## config.mk

```make
export PLATFORM = sky130hd
export DESIGN_NAME = vecAssembler
export DESIGN_NICKNAME = d
export VERILOG_FILES = /design/src/rtl/vecAsmPkg.sv /design/src/rtl/vecAsmCtrl.sv /design/src/rtl/vecAsmData.sv /design/src/rtl/vecAssembler.sv
export SDC_FILE = /design/constraint.sdc
export NUM_CORES = 1
export LEC_CHECK = 0
export BUFFER_PORTS_ARGS = -buffer_cell sky130_fd_sc_hd__clkbuf_2
export CAP_MARGIN = 20
export CORE_UTILIZATION = 62
export CTS_BUF_LIST = sky130_fd_sc_hd__clkbuf_4
export DETAILED_ROUTE_END_ITERATION = 12
export HOLD_SLACK_MARGIN = 0.1
export PLACE_DENSITY = 0.88
export SETUP_SLACK_MARGIN = 0.15
export SLEW_MARGIN = 15
export SYNTH_ARGS = -nofsm -noshare
export SYNTH_HDL_FRONTEND = slang
export SYNTH_HIERARCHICAL = 1
export SYNTH_SLANG_ARGS = --single-unit
```

## constraint.sdc

```tcl
create_clock -name clk -period 3.4 [get_ports clk]
set_input_delay 0.85 -clock clk [delete_from_list [all_inputs] [get_ports clk]]
set_output_delay 0.85 -clock clk [all_outputs]
set_load 0.01 [all_outputs]
```

## src/rtl/vecAsmPkg.sv

```systemverilog
package vecAsmPkg;
  // Width of the slot index carried in the strobe struct (up to 16 words per vector)
  localparam int SLOT_W = 4;

  typedef struct packed {
    logic              wrEn;    // store fifoData into a staging slot
    logic [SLOT_W-1:0] wrSlot;  // which slot receives the word
    logic              xfer;    // move staged vector to the pin flops, raise valid
    logic              drop;    // slow period without a vector: lower valid
  } asmStrobes_t;
endpackage

```

## src/rtl/vecAsmCtrl.sv

```systemverilog
module vecAsmCtrl
  import vecAsmPkg::*;
#(
  parameter int WORDS = 3,
  parameter int DIV   = 3
) (
  input  logic        clk,
  input  logic        rstN,
  input  logic        runEn,
  input  logic        fifoEmpty,
  output logic        fifoRd,
  output logic        underrunErr,
  output asmStrobes_t strb
);
  localparam int PH_W  = (DIV > 1) ? $clog2(DIV) : 1;
  localparam int CNT_W = $clog2(WORDS + 1);

  logic [PH_W-1:0]  phase;
  logic [CNT_W-1:0] wordCnt;
  logic             streaming;
  logic             slowTick;
  logic             vecFull;
  logic             xferNow;

  assign slowTick = (phase == PH_W'(DIV - 1));
  assign vecFull  = (wordCnt == CNT_W'(WORDS));
  assign xferNow  = slowTick && runEn && vecFull;

  // A word can be taken while slots remain, or on the enable that empties them
  assign fifoRd = runEn && !fifoEmpty && (!vecFull || slowTick);

  always_comb begin
    strb        = '0;
    strb.wrEn   = fifoRd;
    strb.wrSlot = xferNow ? '0 : SLOT_W'(wordCnt);
    strb.xfer   = xferNow;
    strb.drop   = slowTick && !xferNow;
  end

  always_ff @(posedge clk) begin
    if (!rstN) begin
      phase <= '0;
    end else if (slowTick) begin
      phase <= '0;
    end else begin
      phase <= phase + PH_W'(1);
    end
  end

  always_ff @(posedge clk) begin
    if (!rstN || !runEn) begin
      wordCnt <= '0;
    end else if (xferNow) begin
      wordCnt <= fifoRd ? CNT_W'(1) : '0;
    end else if (fifoRd) begin
      wordCnt <= wordCnt + CNT_W'(1);
    end
  end

  always_ff @(posedge clk) begin
    if (!rstN || !runEn) begin
      streaming <= 1'b0;
    end else if (xferNow) begin
      streaming <= 1'b1;
    end
  end

  always_ff @(posedge clk) begin
    if (!rstN) begin
      underrunErr <= 1'b0;
    end else if (slowTick && runEn && streaming && !vecFull) begin
      underrunErr <= 1'b1;
    end
  end
endmodule

```

## src/rtl/vecAsmData.sv

```systemverilog
module vecAsmData
  import vecAsmPkg::*;
#(
  parameter int WORD_W = 32,
  parameter int WORDS  = 3
) (
  input  logic                    clk,
  input  logic                    rstN,
  input  logic [WORD_W-1:0]       fifoData,
  input  asmStrobes_t             strb,
  output logic [WORD_W*WORDS-1:0] vecOut,
  output logic                    vecValid
);
  localparam int VEC_W = WORD_W * WORDS;

  logic [VEC_W-1:0] staged;

  // One staging register per word slot; slot s sits at bits s*WORD_W upward
  for (genvar s = 0; s < WORDS; s++) begin : g_slot
    logic [WORD_W-1:0] slotQ;
    always_ff @(posedge clk) begin
      if (!rstN) begin
        slotQ <= '0;
      end else if (strb.wrEn && strb.wrSlot == SLOT_W'(s)) begin
        slotQ <= fifoData;
      end
    end
    assign staged[s*WORD_W +: WORD_W] = slotQ;
  end

  // A dedicated flop for each tester pin
  for (genvar p = 0; p < VEC_W; p++) begin : g_pin
    always_ff @(posedge clk) begin
      if (!rstN) begin
        vecOut[p] <= 1'b0;
      end else if (strb.xfer) begin
        vecOut[p] <= staged[p];
      end
    end
  end

  always_ff @(posedge clk) begin
    if (!rstN) begin
      vecValid <= 1'b0;
    end else if (strb.xfer) begin
      vecValid <= 1'b1;
    end else if (strb.drop) begin
      vecValid <= 1'b0;
    end
  end
endmodule

```

## src/rtl/vecAssembler.sv

```systemverilog
module vecAssembler
  import vecAsmPkg::*;
#(
  parameter int WORD_W = 32,
  parameter int WORDS  = 3,
  parameter int DIV    = 3
) (
  input  logic                    clk,
  input  logic                    rstN,
  input  logic                    runEn,
  input  logic [WORD_W-1:0]       fifoData,
  input  logic                    fifoEmpty,
  output logic                    fifoRd,
  output logic [WORD_W*WORDS-1:0] vecOut,
  output logic                    vecValid,
  output logic                    underrunErr
);
  asmStrobes_t strb;

  vecAsmCtrl #(.WORDS(WORDS), .DIV(DIV)) ctrl_i (
    .clk        (clk),
    .rstN       (rstN),
    .runEn      (runEn),
    .fifoEmpty  (fifoEmpty),
    .fifoRd     (fifoRd),
    .underrunErr(underrunErr),
    .strb       (strb)
  );

  vecAsmData #(.WORD_W(WORD_W), .WORDS(WORDS)) data_i (
    .clk     (clk),
    .rstN    (rstN),
    .fifoData(fifoData),
    .strb    (strb),
    .vecOut  (vecOut),
    .vecValid(vecValid)
  );
endmodule

```

Word level (Yosys, flattened, before mapping):

Index checks and enable logic that the tools add are counted.

* output and inout port bits: 99
* bits of input ports: 36
* memory bits (writable): 0
* memories kept: 0
* register bits: 199
* latch bits: 0
* memory bits (read-only): 0

* equal/unequal tests: 4
* muxes and demuxes: 6
* add/subtract/negate cells: 2
* divide/modulo/power cells: 0
* multipliers: 0
* bitwise gates (word level): 1
* shift-type cells: 0
* reductions and logical operators: 21
* $lt $le $gt $ge: 0

Operators with widths (count)
* 1-bit logical AND: 10
* 2-bit equality test, second input constant: 3
* 2-bit 2-to-1 mux: 3
* 1-bit zero test: 5
* 2-bit by 1-bit adder with 2-bit output, second input constant: 2
* 4-bit zero test: 1
* 2-bit nonzero test: 2
* 1-bit 2-to-1 mux: 3
* 2-bit by 1-bit equality test with 1-bit output, second input constant: 1
* 1-bit logical OR: 2
* 2-bit OR reduction: 1
* 1-bit inverter: 1

Depth between registers and ports, before layout:

* depth after elaboration: 7
* mapped depth: 10
* depth with buffers taken out: 7

By module:

Netlist, hierarchy kept.

By module, submodules not included
* vecAsmData: seq. area each 3863.7 um2, instances 1, area an instance 7249.5 um2, cells an instance 661
* vecAsmCtrl: seq. area each 120.1 um2, instances 1, area an instance 334.1 um2, cells an instance 37

Least setup slack after synthesis:

OpenSTA, ideal clock, no wires.

* path kind: input to register
* start point: input port runEn
* end point: register data_i.g_slot[0].slotQ[0]
* library setup time: 0.072 ns
* arrival: 1.998 ns
* stages: 7
* path slack: 1.331 ns
* cell sequence: nor2b_2 > and2_1 > buf_4 > and4bb_1 > buf_6 > buf_12 > mux2i_1

* elaborated cells on any way between the ends: 7
* those cells by class: 1 x mux; 6 x reduce/logical

RTL lines
* start: declaration: line vecAssembler.sv:10 `input logic runEn,`
* 1-bit logical AND (2 in a row): line vecAsmCtrl.sv:30 `assign fifoRd = runEn && !fifoEmpty && (!vecFull || slowTick);`
* named net fifoRd: line vecAssembler.sv:13 `output logic fifoRd,`
* 1-bit logical AND: line vecAsmData.sv:24 `end else if (strb.wrEn && strb.wrSlot == SLOT_W'(s)) begin`
* end signal: assignment: line vecAsmData.sv:25 `slotQ <= fifoData;`
* end: declaration: line vecAsmData.sv:20 `logic [WORD_W-1:0] slotQ;`

The timed path passes the listed nets, and every way through them passes these cells.
A chain may end at the register's enable or synchronous reset.

Final worst setup path:

* start point: register ctrl_i.phase[0]
* end point: output port fifoRd

* cells in the longest elaborated chain, start to end: 3

Ends and longest elaborated chain
* start: declaration: line vecAsmCtrl.sv:18 `logic [PH_W-1:0] phase;`
* start signal: assignment: line vecAsmCtrl.sv:46 `phase <= phase + PH_W'(1);`
* 2-bit equality test: line vecAsmCtrl.sv:25 `assign slowTick = (phase == PH_W'(DIV - 1));`
* 1-bit logical OR: line vecAsmCtrl.sv:30
* 1-bit logical AND: line vecAsmCtrl.sv:30
* end: declaration: line vecAssembler.sv:13

Every way passes these cells.

==> flow_metrics.tcl <==
set metrics [dict create \
    status "completed" \
    grt_overflow 0 \
    synth_cells 698 \
    met1_length_mm 6.373 \
    drive_gt1_frac 0.2098 \
    ir_drop_v 0.0002717 \
    ctsResizeCount 0 \
    yosys.area_share.simple 0.1637 \
    crit_required_ns 2.55 \
    htreeDepth 4 \
    synth_xor_area_frac 0 \
    avgSynthCellArea_um2 10.86 \
    max-cap-violations 0 \
    setup_viol 0 \
    syn-cell-area_um2 7584 \
    fin_hold_ws_ns 0.4235 \
    setup.worst_path.start_class "flip-flop" \
    row_count 40 \
    arrival_ns 1.84 \
    ys_async_sr_fraction 0 \
    gp_congestion 0.7471 \
    min_period_ns 2.686 \
    tightestPinTransition_ns 0.8772 \
    cts-buffers-inserted 17 \
    crit_type "flip-flop to primary output" \
    num_vias 4974 \
    grt_pass1_wl_mm 23.45 \
    route.top_layer_used "met4" \
    clock_path_buffers 2 \
    clock_skew_ns 0.01450 \
    ios 135 \
    yosysTopAreaCell "dfxtp_1" \
    synth_fa_ha_area_frac 0.003300 \
    critPathMaxFanout 5 \
    finalMaxSlewViolations 0 \
    ant_nets 0 \
    fmax_mhz 372.3 \
    cts_root_buf "clkbuf_4" \
    rsz0062_at_grt "no" \
    io_buffers 134 \
    fin_nets 844 \
    place_hpwl_mm 9.397 \
    firstDrtPassIters 4 \
    cts_sinks 199 \
    first_global_vias 4946 \
    yosys_most_used_dff "dfxtp_1" \
    power-per-cell-area_nw_per_um2 422.1 \
    slew_headroom 0.4143 \
    ys_types 28 \
    post-cts-setup-buffer-count 0 \
    holdBufCountCts 0 \
    finalCritPeriodShare 0.7900 \
    hold_viol 0 \
    wl_met3_um 669 \
    die-area_um2 12680 \
    viasPerCell 5.170 \
    critPathCaptureType "primary output" \
    grt_max_degree 121 \
    yosys_warnings 6 \
    ys_seq_area_frac 0.5253 \
    min_path_type "flip-flop to flip-flop" \
    fp.dieW_um 112.6 \
    antenna_found_initial 0 \
    synth_edf_count 0 \
    leakage_nw 3.583 \
    n_antenna_cell 0 \
    synth_top_cells_by_area "dfxtp_1, mux2i_1, nor2b_1" \
    muxShareOfSynthArea 0.2547 \
    fin_util 0.7021 \
    ys_ff_latch 199 \
    drtIter0Drc 244 \
    cts_tree "done" \
    areaGrowthSynthToFinish_pct 10.74 \
    fin_tns_setup_ns 0 \
    start_util 0.6340 \
    core-area_um2 11960 \
    grt_use_total 0.2348 \
    wirelength_mm 14.17 \
    clk_pin_slew_ns 0.13 \
    yosysTopAreaCellShare 0.5253 \
    n_fill_cell 918 \
    total_power_mw 3.545 \
    routedWlPerCell_um 14.73 \
    synth_compound_area_frac 0.007754 \
    wl_met2_mm 6.845 \
    clock_latency_ns 0.57 \
    synth_top_family_by_area "multiplexers" \
    die_h_um 112.6 \
    drt_drc_violations_left 0 \
]
==> stage by stage <==
step | area, um^2 | cells | setup WS (ns)
6_report | 8398 | 962 | 0.7139
5_1_grt | 8398 | 962 | 0.5448
4_1_cts | 8398 | 962 | 0.6461
3_5_place_dp | 8187 | 934 | 0.7084
3_3_place_gp | 8187 | 934 | 0.8301
2_1_floorplan | 7587 | 699 | 1.331
==> worst max-delay path: stages (launching register included) <==
cell and delay (ns):
dfxtp_1 0.33, inv_1 0.06, ha_1 0.20, nand2b_1 0.19
and2_1 0.29, clkbuf_2 0.19
==> placed cells by master, fill, tap and decap left out, drive strengths merged, types with 2 or more instances in the layout <==
cell type / n
ha: 2
nand2: 130
buf: 5
nor2b: 98
inv: 3
and2: 4
nand4b: 2
mux2i: 193
clkbuf: 153
nor2: 4
clkinv: 7
o21a: 3
dfxtp: 199
nand2b: 2
conb: 2
==> metal layers <==
layer / global-route usage / vias up
met5: 0 / -
met4: 0.1040 / 0
met3: 0.06803 / 24
met2: 0.4016 / 105
met1: 0.2730 / 2334
li1: - / 2511
==> cell families after synthesis <==
| family | after synthesis |
|---|---|
| multiplexers | 193 |
| other | 1 |
| buffers and inverters | 53 |
| adder cells (fa/ha/maj) | 2 |
| AO/OA/AOI/OAI | 7 |
| flip-flops | 199 |
| AND/OR/NAND/NOR | 243 |
==> power by group <==
| group | internal [mW] | switching (mW) | total [mW] |
|---|---|---|---|
| Sequential | 2.35 | 0.00699 | 2.35 |
| Clock | 0.359 | 0.690 | 1.05 |
| Combinational | 0.0608 | 0.0815 | 0.142 |
==> synth_stat cells (all sizes together) (2+ instances only) <==
master,count
ha,2
nand2,130
inv,3
nand4b,2
mux2i,193
o21a,3
and2,4
nor2b,98
clkbuf,16
nand2b,2
nor2,4
dfxtp,199
buf,34
==> final timing paths <==
kind | start | cells after the start | slack [ns] | end
max | ctrl_i/phase[0] | 5 | 0.71 | fifoRd
max reg2reg | ctrl_i/phase[0] | 7 | 1.05 | data_i/g_slot[1].slotQ[19]
min | ctrl_i/phase[0] | 1 | 0.42 | ctrl_i/phase[0]
min reg2reg | ctrl_i/phase[0] | 1 | 0.42 | ctrl_i/phase[0]
==> layout make-up <==
cell class / count / area (um^2) / area share
Clock buffer: 20 / 150.1 / 0.01788
Clock inverter: 8 / 61.31 / 0.007300
Inverter: 3 / 13.76 / 0.001639
Multi-Input combinational cell: 447 / 3264 / 0.3887
Sequential cell: 199 / 3984 / 0.4744
Tap cell: 147 / 183.9 / 0.02190
Timing Repair Buffer: 138 / 740.7 / 0.08820
==> registers in the layout, indices dropped and copies added, names as in the netlist <==
register / count
data_i/g_slot.slotQ: 96
data_i/vecOut: 96
ctrl_i/phase: 2
ctrl_i/wordCnt: 2
ctrl_i/streaming: 1
ctrl_i/underrunErr: 1
data_i/vecValid: 1
(Power assumes the default switching activity.)
